File: src/rtl/idle_gap_pkg.sv
package idle_gap_pkg;

    typedef enum logic {
        ACC_WR = 1'b0,
        ACC_RD = 1'b1
    } acc_kind_e;

    function automatic logic [7:0] umax8(input logic [7:0] a, input logic [7:0] b);
        return (a > b) ? a : b;
    endfunction

endpackage

File: src/rtl/idle_gap_cfg_sel.sv
module idle_gap_cfg_sel #(
    parameter int NUM_CS = 4,
    parameter int CNT_W  = 4,
    localparam int CS_W  = $clog2(NUM_CS)
) (
    input  logic [NUM_CS*CNT_W-1:0] cfg_c2c_delay,
    input  logic [NUM_CS-1:0]       cfg_same_en,
    input  logic [NUM_CS-1:0]       cfg_diff_en,
    input  logic [NUM_CS*CNT_W-1:0] cfg_turn,
    input  logic [NUM_CS-1:0]       cfg_muxed,
    input  logic [CS_W-1:0]         end_sel,
    input  logic [CS_W-1:0]         start_sel,
    output logic [CNT_W-1:0]        end_turn,
    output logic                    end_muxed,
    output logic [CNT_W-1:0]        start_c2c,
    output logic                    start_muxed,
    output logic                    start_same_en,
    output logic                    start_diff_en
);

    logic [CNT_W-1:0] c2c_arr  [NUM_CS];
    logic [CNT_W-1:0] turn_arr [NUM_CS];

    for (genvar i = 0; i < NUM_CS; i++) begin : g_unpack
        assign c2c_arr[i]  = cfg_c2c_delay[i*CNT_W +: CNT_W];
        assign turn_arr[i] = cfg_turn[i*CNT_W +: CNT_W];
    end

    assign end_turn      = turn_arr[end_sel];
    assign end_muxed     = cfg_muxed[end_sel];
    assign start_c2c     = c2c_arr[start_sel];
    assign start_muxed   = cfg_muxed[start_sel];
    assign start_same_en = cfg_same_en[start_sel];
    assign start_diff_en = cfg_diff_en[start_sel];

endmodule

File: src/rtl/idle_gap_calc.sv
module idle_gap_calc
    import idle_gap_pkg::*;
#(
    parameter int CNT_W = 4
) (
    input  logic             prev_valid,
    input  acc_kind_e        prev_kind,
    input  acc_kind_e        next_kind,
    input  logic             same_sel,
    input  logic             any_muxed,
    input  logic [CNT_W-1:0] turn_cnt,
    input  logic [CNT_W-1:0] c2c_cnt,
    input  logic             same_en,
    input  logic             diff_en,
    output logic [CNT_W-1:0] gap
);

    logic             turn_on;
    logic             c2c_on;
    logic [CNT_W-1:0] turn_part;
    logic [CNT_W-1:0] c2c_part;
    logic [7:0]       wide_max;

    always_comb begin
        // turnaround: owned by the ending read, only for bus-direction or select changes
        turn_on   = (prev_kind == ACC_RD) && (turn_cnt != '0) &&
                    ((next_kind == ACC_WR) || any_muxed || !same_sel);
        // cycle-to-cycle: owned by the starting select
        c2c_on    = same_sel ? same_en : diff_en;
        turn_part = turn_on ? turn_cnt : '0;
        c2c_part  = c2c_on  ? c2c_cnt  : '0;
        wide_max  = umax8(8'(turn_part), 8'(c2c_part));
        gap       = prev_valid ? wide_max[CNT_W-1:0] : '0;
    end

endmodule

File: src/rtl/idle_gap_sched.sv
module idle_gap_sched
    import idle_gap_pkg::*;
#(
    parameter int NUM_CS = 4,
    parameter int CNT_W  = 4,
    localparam int CS_W  = $clog2(NUM_CS)
) (
    input  logic                    clk,
    input  logic                    rst_n,
    input  logic [NUM_CS*CNT_W-1:0] cfg_c2c_delay,
    input  logic [NUM_CS-1:0]       cfg_same_en,
    input  logic [NUM_CS-1:0]       cfg_diff_en,
    input  logic [NUM_CS*CNT_W-1:0] cfg_turn,
    input  logic [NUM_CS-1:0]       cfg_muxed,
    input  logic                    req_valid,
    input  logic [CS_W-1:0]         req_cs,
    input  logic                    req_rd,
    output logic                    req_ready,
    input  logic                    access_done,
    output logic                    hold_idle
);

    typedef struct packed {
        logic             busy;
        logic             last_valid;
        logic [CS_W-1:0]  last_cs;
        acc_kind_e        last_kind;
        logic [CNT_W-1:0] elapsed;
    } sched_t;

    sched_t st_q, st_d;

    logic [CNT_W-1:0] end_turn, start_c2c, gap;
    logic             end_muxed, start_muxed, start_same_en, start_diff_en;
    logic             gap_met;
    acc_kind_e        req_kind;

    assign req_kind = req_rd ? ACC_RD : ACC_WR;

    idle_gap_cfg_sel #(.NUM_CS(NUM_CS), .CNT_W(CNT_W)) cfg_sel_i (
        .cfg_c2c_delay (cfg_c2c_delay),
        .cfg_same_en   (cfg_same_en),
        .cfg_diff_en   (cfg_diff_en),
        .cfg_turn      (cfg_turn),
        .cfg_muxed     (cfg_muxed),
        .end_sel       (st_q.last_cs),
        .start_sel     (req_cs),
        .end_turn      (end_turn),
        .end_muxed     (end_muxed),
        .start_c2c     (start_c2c),
        .start_muxed   (start_muxed),
        .start_same_en (start_same_en),
        .start_diff_en (start_diff_en)
    );

    idle_gap_calc #(.CNT_W(CNT_W)) calc_i (
        .prev_valid (st_q.last_valid),
        .prev_kind  (st_q.last_kind),
        .next_kind  (req_kind),
        .same_sel   (st_q.last_cs == req_cs),
        .any_muxed  (end_muxed | start_muxed),
        .turn_cnt   (end_turn),
        .c2c_cnt    (start_c2c),
        .same_en    (start_same_en),
        .diff_en    (start_diff_en),
        .gap        (gap)
    );

    always_comb begin
        st_d      = st_q;
        gap_met   = !st_q.last_valid || (st_q.elapsed >= gap);
        req_ready = req_valid && !st_q.busy && gap_met;
        hold_idle = req_valid && !st_q.busy && !gap_met;

        if (!st_q.busy && (st_q.elapsed != '1)) begin
            st_d.elapsed = st_q.elapsed + 1'b1;
        end

        if (req_ready) begin
            st_d.busy      = 1'b1;
            st_d.last_cs   = req_cs;
            st_d.last_kind = req_kind;
        end else if (st_q.busy && access_done) begin
            st_d.busy       = 1'b0;
            st_d.last_valid = 1'b1;
            st_d.elapsed    = '0;
        end
    end

    always_ff @(posedge clk) begin
        if (!rst_n) begin
            st_q.busy       <= 1'b0;
            st_q.last_valid <= 1'b0;
            st_q.last_cs    <= '0;
            st_q.last_kind  <= ACC_WR;
            st_q.elapsed    <= '1;
        end else begin
            st_q <= st_d;
        end
    end

endmodule

File: config.mk
export PLATFORM = sky130hd
export DESIGN_NAME = idle_gap_sched
export DESIGN_NICKNAME = d
export VERILOG_FILES = /design/src/rtl/idle_gap_pkg.sv /design/src/rtl/idle_gap_cfg_sel.sv /design/src/rtl/idle_gap_calc.sv /design/src/rtl/idle_gap_sched.sv
export SDC_FILE = /design/constraint.sdc
export NUM_CORES = 1
export LEC_CHECK = 0
export ABC_CLOCK_PERIOD_IN_PS = 6400
export BUFFER_PORTS_ARGS = -buffer_cell sky130_fd_sc_hd__buf_2
export CAP_MARGIN = 10
export CORE_MARGIN = 5
export CORE_UTILIZATION = 45
export DETAILED_ROUTE_END_ITERATION = 12
export HOLD_SLACK_MARGIN = 0.03
export MAX_ROUTING_LAYER = met4
export PLACE_DENSITY_LB_ADDON = 0.08
export SLEW_MARGIN = 10
export SYNTH_ARGS = -nofsm -noshare
export SYNTH_HDL_FRONTEND = slang
export SYNTH_SLANG_ARGS = --single-unit
File: constraint.sdc
create_clock -name clk -period 6.4 [get_ports clk]
set_input_delay 1.28 -clock clk [delete_from_list [all_inputs] [get_ports clk]]
set_output_delay 1.28 -clock clk [all_outputs]
set_load 0.005 [all_outputs]
Word-level counts from Yosys, hierarchy flattened
Index checks and enable logic that the tools add are counted.
{ "op_classes": {"n_addsub": 1, "n_bitwise": 5, "n_reduce_logical": 17, "n_eq_ne": 2, "order_cmp": 6, "muxes": 25} }
{ "ops": {"columns": ["op", "n"], "rows": [
  ["$mux W4", 11],
  ["$bmux W4 S2", 2],
  ["$bmux W1 S2", 4],
  ["$logic_and A1 B1 Y1", 7],
  ["$mux W1", 7],
  ["$ge A3 B3 Y1 const B", 2],
  ["$lt A2 B3 Y1 const B", 2],
  ["$not A2 Y3", 2],
  ["$add A4 B1 Y4 const B", 1],
  ["$ge A4 B4 Y1", 1],
  ["$gt A4 B4 Y1", 1],
  ["$logic_not A1 Y1", 4],
  ["$ne A4 B4 Y1 const B", 1],
  ["$reduce_bool A4 Y1", 1],
  ["$logic_or A1 B1 Y1", 3],
  ["$eq A2 B2 Y1", 1],
  ["$mux W2", 1],
  ["$not A1 Y1", 2],
  ["$reduce_and A2 Y1", 1],
  ["$reduce_bool A2 Y1", 1],
  ["$or A1 B1 Y1", 1]
]} }
{ "word_totals": {"regBits": 9, "output_inout_bits": 2, "wordCells": 61, "inputBits": 51} }

Longest topological paths before layout
{ "depth": {"ltp_word": 16, "mapped_depth": 15, "mapped_depth_nobuf": 14} }

Modules after synthesis
From an unflattened synthesis, not the netlist that was laid out.
{ "unflattened": {"hier_cells": 110, "area_unflattened_um2": 1102.3} }
{ "modules_own_cells": {"columns": ["module", "instances", "cells_per_inst", "area_each_um2", "seq_area_each_um2"], "rows": [
  ["idle_gap_sched", 1, 61, 530.5, 180.2],
  ["idle_gap_cfg_sel", 1, 15, 296.5, 0.0],
  ["idle_gap_calc", 1, 34, 275.3, 0.0]
]} }

Worst setup path after synthesis
OpenSTA, ideal clock, no wires.
{ "synth_timing": {"path_kind": "input-to-output", "from": "in req_cs[0]", "to": "out hold_idle", "path_slack_ns": 0.445, "path_buffers": 1, "path_stages": 13, "t_arrival_ns": 4.675, "required_time_ns": 5.120, "path_cell_list": "buf_2 -> mux4_2 -> and3_1 -> or2_2 -> nand2_1 -> ha_1 -> a2111oi_0 -> o221a_2 -> a22oi_1 -> ha_1 -> nor4b_1 -> o21ai_0 -> a21oi_1"} }
{ "synth_between": {"elab_chain_cells": 14, "elab_cells_between_ends": 26, "classes_between": "2 x order compare; 1 x eq/ne; 14 x mux; 2 x bitwise; 7 x reduce/logical"} }
{ "synth_rtl": {"columns": ["element", "line_no", "text"], "rows": [
  ["from (decl)", "idle_gap_sched.sv:16", "input logic [CS_W-1:0] req_cs,"],
  ["$bmux W1 S2", "idle_gap_cfg_sel.sv:32", "assign start_muxed = cfg_muxed[start_sel];"],
  ["$mux W1 (not written as such)", "idle_gap_cfg_sel.sv:32", null],
  ["$or A1 B1 Y1", "idle_gap_sched.sv:61", ".any_muxed (end_muxed | start_muxed),"],
  ["$logic_or A1 B1 Y1 (2 in a row)", "idle_gap_calc.sv:27", "((next_kind == ACC_WR) || any_muxed || !same_sel);"],
  ["$logic_and A1 B1 Y1", "idle_gap_calc.sv:26", "turn_on = (prev_kind == ACC_RD) && (turn_cnt != '0) &&"],
  ["$mux W4", "idle_gap_calc.sv:30", "turn_part = turn_on ? turn_cnt : '0;"],
  ["$gt A4 B4 Y1", "idle_gap_pkg.sv:9", "return (a > b) ? a : b;"],
  ["$mux W4 *", "idle_gap_pkg.sv:9", null],
  ["$mux W4 *", "idle_gap_calc.sv:33", "gap = prev_valid ? wide_max[CNT_W-1:0] : '0;"],
  ["$ge A4 B4 Y1 *", "idle_gap_sched.sv:71", "gap_met = !st_q.last_valid || (st_q.elapsed >= gap);"],
  ["$logic_or A1 B1 Y1 *", "idle_gap_sched.sv:71", null],
  ["$logic_not A1 Y1 *", "idle_gap_sched.sv:73", "hold_idle = req_valid && !st_q.busy && !gap_met;"],
  ["$logic_and A1 B1 Y1 *", "idle_gap_sched.sv:73", null],
  ["to (decl)", "idle_gap_sched.sv:20", "output logic hold_idle"]
]} }
Every way passes the cells marked *; elsewhere a longest branch is shown, timed or not. The select of a mux whose other input is x is not followed.

Worst setup path in the final report
{ "layout_timing": {"from": "in cfg_muxed[3]", "to": "out req_ready"} }
{ "layout_between": {"elab_chain_cells": 13, "elab_cells_between_ends": 15, "classes_between": "2 x order compare; 7 x mux; 1 x bitwise; 5 x reduce/logical"} }
{ "layout_rtl": {"columns": ["element", "line_no", "text"], "rows": [
  ["from (decl)", "idle_gap_sched.sv:14", "input logic [NUM_CS-1:0] cfg_muxed,"],
  ["$bmux W1 S2, on equally long branches", "idle_gap_cfg_sel.sv:30, idle_gap_cfg_sel.sv:32", null],
  ["$mux W1, on equally long branches", "idle_gap_cfg_sel.sv:30, idle_gap_cfg_sel.sv:32", null],
  ["$or A1 B1 Y1 *", "idle_gap_sched.sv:61", null],
  ["$logic_or A1 B1 Y1 * (2 in a row)", "idle_gap_calc.sv:27", null],
  ["$logic_and A1 B1 Y1 *", "idle_gap_calc.sv:26", null],
  ["$mux W4 *", "idle_gap_calc.sv:30", null],
  ["$gt A4 B4 Y1", "idle_gap_pkg.sv:9", null],
  ["$mux W4 *", "idle_gap_pkg.sv:9", null],
  ["$mux W4 *", "idle_gap_calc.sv:33", null],
  ["$ge A4 B4 Y1 *", "idle_gap_sched.sv:71", null],
  ["$logic_or A1 B1 Y1 *", "idle_gap_sched.sv:71", null],
  ["$logic_and A1 B1 Y1 *", "idle_gap_sched.sv:72", "req_ready = req_valid && !st_q.busy && gap_met;"],
  ["to (decl)", "idle_gap_sched.sv:18", "output logic req_ready,"]
]} }
Marks and branches as above.

==> results.sh <==
export IMPL_run_status="finished, final reports clean"
export IMPL_timing_critical_path_buf_inv=2
export IMPL_total_length_of_routed_wires_mm=2.72
export IMPL_cell_count_after_synthesis=106
export IMPL_yosys_area_top_type_share_pct=17.2
export IMPL_synth_net_count=166
export IMPL_synth_area_mm2=0.00105
export IMPL_drt_pass1_iter_count=4
export IMPL_global_route_usage_total_pct=17.3
export IMPL_share_of_layout_cells_above_drive_strength_1_pct=44.1
export IMPL_reg2reg_slack_ns=2.09
export IMPL_timing_max_transition_violations_final=0
export IMPL_die_area_mm2=0.00340
export IMPL_clock_tree_from_tritoncts="done"
export IMPL_grt_ovfl_total=0
export IMPL_max_slew_margin_rel_pct=74.6
export IMPL_drt_iter0_drc=19
export IMPL_syn_area_per_cell_um2=9.90
export IMPL_biggest_regs="st_q: 9 flops"
export IMPL_post_dr_wirelength_cell_um=14.4
export IMPL_critPathLaunchType="primary input"
export IMPL_timing_critical_path_to="req_ready"
export IMPL_worstSetupPathType="primary input to output port"
export IMPL_grt_start_max_net_pins=10
export IMPL_postCtsHoldBufs=0
export IMPL_grt_antenna_before_repair=0
export IMPL_crit_cells=14
export IMPL_worst_path_dominant_cell_family="compound AO/OA/AOI/OAI gates"
export IMPL_timing_critical_path_required_ns=5.12
export IMPL_hpwlAfterDp_mm=2.40
export IMPL_synth_top_flop_cell="sky130_fd_sc_hd__dfxtp_1"
export IMPL_initial_core_util_pct=47.5
export IMPL_cts_resized=0
export IMPL_synth_area_leaders="sky130_fd_sc_hd__dfxtp_1, sky130_fd_sc_hd__mux4_2, sky130_fd_sc_hd__ha_1"
export IMPL_cp_data_arrival_time_ns=4.80
export IMPL_power_density_mw_per_mm2=187
export IMPL_cp_startpoint="cfg_muxed[3]"
export IMPL_cts_htree_levels=1
export IMPL_yosysWarnings=0
export IMPL_cts_repair_timing_setup_buffer_count=0
export IMPL_die_width_um=58.3
export IMPL_tightestPinTransition_ns=0.371
export IMPL_area_growth_pct=31.1
export IMPL_design_power_total_mw=0.257
export IMPL_route_detailed_drc=0
export IMPL_fin_skew_ns=0.00157
export IMPL_core_area_mm2=0.00221
export IMPL_design_final_nets=222
export IMPL_worst_setup_hold_path_clk_slew_ns=0.06
export IMPL_period_needed_ns=6.08
export IMPL_worst_r2r_path_depth=14
export IMPL_setup_tns_final_ns=0
export IMPL_cts_buffer_depth=2
export IMPL_cts_root_buf="sky130_fd_sc_hd__clkbuf_4"
export IMPL_clk_latency_ns=0.27
export IMPL_tritoncts_num_buffers=3
export IMPL_ant_nets_after_route=0
export IMPL_layout_worst_path_cycle_share_pct=95.0
export IMPL_critPathCaptureType="output port"
export IMPL_num_io_pins=53
export IMPL_buffer_ports_inserted=52
export IMPL_synth_enable_flop_cells=0
export IMPL_num_clock_sinks=9
export IMPL_ys_types=37
export IMPL_diodes=0
export IMPL_gpl_final_weighted_congestion=0.918
export IMPL_first_global_vias=1100
export IMPL_critical_path_cell_chain="buf_2 -> mux4_2 -> o41ai_4 -> and2b_1 -> ha_1 -> o21a_1 -> o21ai_0 -> o221a_2 -> a22oi_1 -> ha_1 -> o21ai_0 -> nor3b_1 -> nor3_1 -> buf_2"
export IMPL_top_register="st_q"
export IMPL_post_synth_arst_share_pct=0
export IMPL_synth_seq_cells=9
export IMPL_setup_viol=0
export IMPL_sequential_fraction_of_the_synthesis_area_pct=17.2
export IMPL_worst_hold_path_type="flop to flop"
export IMPL_hold_viol=0
export IMPL_worst_ir_drop_vdd_mv=0.188
export IMPL_r2r_end="st_q[5]"
export IMPL_row_count=17
export IMPL_reg_to_reg_critical_path_startpoint="st_q[5]"
export IMPL_fp_dieH_um=58.3
export IMPL_number_of_flip_flops_under_the_largest_register_name=9
export IMPL_timing_fmax_mhz=164
export IMPL_final_core_utilization_pct=62.2
export IMPL_grt_pass1_wl_mm=4.51
export IMPL_crit_path_max_fanout=5
export IMPL_grt_setup_unrepaired="no"
export IMPL_netlist_top_cell_by_area="sky130_fd_sc_hd__dfxtp_1"
export IMPL_cpMaxStageDelayCell="sky130_fd_sc_hd__mux4_2"
export IMPL_timing_critical_path_slowest_cell_delay_ns=0.50
export IMPL_p_leak_nw=0.639
export IMPL_viasPerCell=5.57
export IMPL_cap_viol_max_count=0
export IMPL_dr_total_vias=1053
[cells by family after synthesis]
family / after synthesis / share of synthesized area, %
simple gates: 30 / 16.9
flops: 9 / 17.2
buf+inv: 12 / 5.12
fa+ha+maj: 9 / 10.7
compound gates: 29 / 20.3
xor+xnor: 5 / 4.17
mux: 12 / 25.6
[per-stage QoR]
step           hold slack (ns)  area, um2  worst slack [ns]  std cells
3_3_place_gp             0.507       1340             0.441        185
3_5_place_dp             0.504       1340             0.276        185
6_report                 0.520       1380             0.320        189
4_1_cts                  0.521       1370             0.244        189
5_1_grt                  0.562       1380             0.114        189
2_1_floorplan            0.484       1050             0.445        106
[layer usage]
| metal | track usage, % | part of all wire, % |
|---|---|---|
| met5 | - | 0 |
| met4 | 2.65 | 0.70 |
| met3 | 4.17 | 5.6 |
| met2 | 30.1 | 50 |
| met1 | 20.4 | 43 |
[how the worst min path moves through the flow]
stage	from	to	slack, ns	cells after the start
2_1_floorplan	st_q[4]	st_q[4]	0.48	2
3_3_place_gp	st_q[0]	st_q[0]	0.51	2
3_5_place_dp	st_q[4]	st_q[4]	0.50	2
4_1_cts	st_q[0]	st_q[0]	0.52	2
5_1_grt	st_q[0]	st_q[0]	0.56	2
6_report	st_q[4]	st_q[4]	0.52	2
[Yosys cell counts (3+ instances only)]
| master | count |
|---|---|
| sky130_fd_sc_hd__dfxtp_1 | 9 |
| sky130_fd_sc_hd__ha_1 | 9 |
| sky130_fd_sc_hd__inv_1 | 8 |
| sky130_fd_sc_hd__mux4_2 | 8 |
| sky130_fd_sc_hd__nand2_1 | 7 |
| sky130_fd_sc_hd__o21ai_0 | 7 |
| sky130_fd_sc_hd__a21oi_1 | 5 |
| sky130_fd_sc_hd__nand4_1 | 5 |
| sky130_fd_sc_hd__o31ai_1 | 4 |
| sky130_fd_sc_hd__a22oi_1 | 3 |
| sky130_fd_sc_hd__mux4_1 | 3 |
| sky130_fd_sc_hd__nor2b_1 | 3 |
| sky130_fd_sc_hd__o21a_1 | 3 |
| sky130_fd_sc_hd__xor2_1 | 3 |
[layout make-up]
type | count | area (um2)
Fill cell | 205 | 836
Sequential cell | 9 | 180
Clock buffer | 4 | 26.3
Inverter | 8 | 30.0
Tap cell | 28 | 35.0
Multi-Input combinational cell | 85 | 822
Timing Repair Buffer | 55 | 283
[placed cells by master (no fill, tap or decap), drive strengths merged, types with 2 or more instances in the layout]
master / count
a21oi: 5
a22oi: 3
and2: 2
and2b: 2
buf: 55
clkbuf: 4
dfxtp: 9
ha: 9
inv: 8
mux4: 11
nand2: 7
nand2b: 2
nand4: 5
nor2: 2
nor2b: 3
o21a: 3
o21ai: 7
o31ai: 4
xnor2: 2
xor2: 3
[power breakdown]
part           leakage, nW  internal (mW)  total, mW  switching (mW)
Sequential          0.0745         0.0679     0.0849          0.0169
Combinational        0.550         0.0654      0.127          0.0619
Clock               0.0150         0.0241     0.0449          0.0208
Total                0.639          0.157      0.257          0.0996
[worst reg2reg max path: stages, from the launching register on]
cell and delay, ns:
sky130_fd_sc_hd__dfxtp_1 0.55, sky130_fd_sc_hd__mux4_2 0.60, sky130_fd_sc_hd__o41ai_4 0.46, sky130_fd_sc_hd__and2b_1 0.24
sky130_fd_sc_hd__ha_1 0.31, sky130_fd_sc_hd__o21a_1 0.17, sky130_fd_sc_hd__o21ai_0 0.32, sky130_fd_sc_hd__o221a_2 0.31
sky130_fd_sc_hd__a22oi_1 0.08, sky130_fd_sc_hd__ha_1 0.29, sky130_fd_sc_hd__o21ai_0 0.20, sky130_fd_sc_hd__nor3b_1 0.31
sky130_fd_sc_hd__buf_4 0.19, sky130_fd_sc_hd__o31ai_1 0.06, sky130_fd_sc_hd__a21oi_1 0.16
No activity file was read; power rests on OpenSTA's default activity.
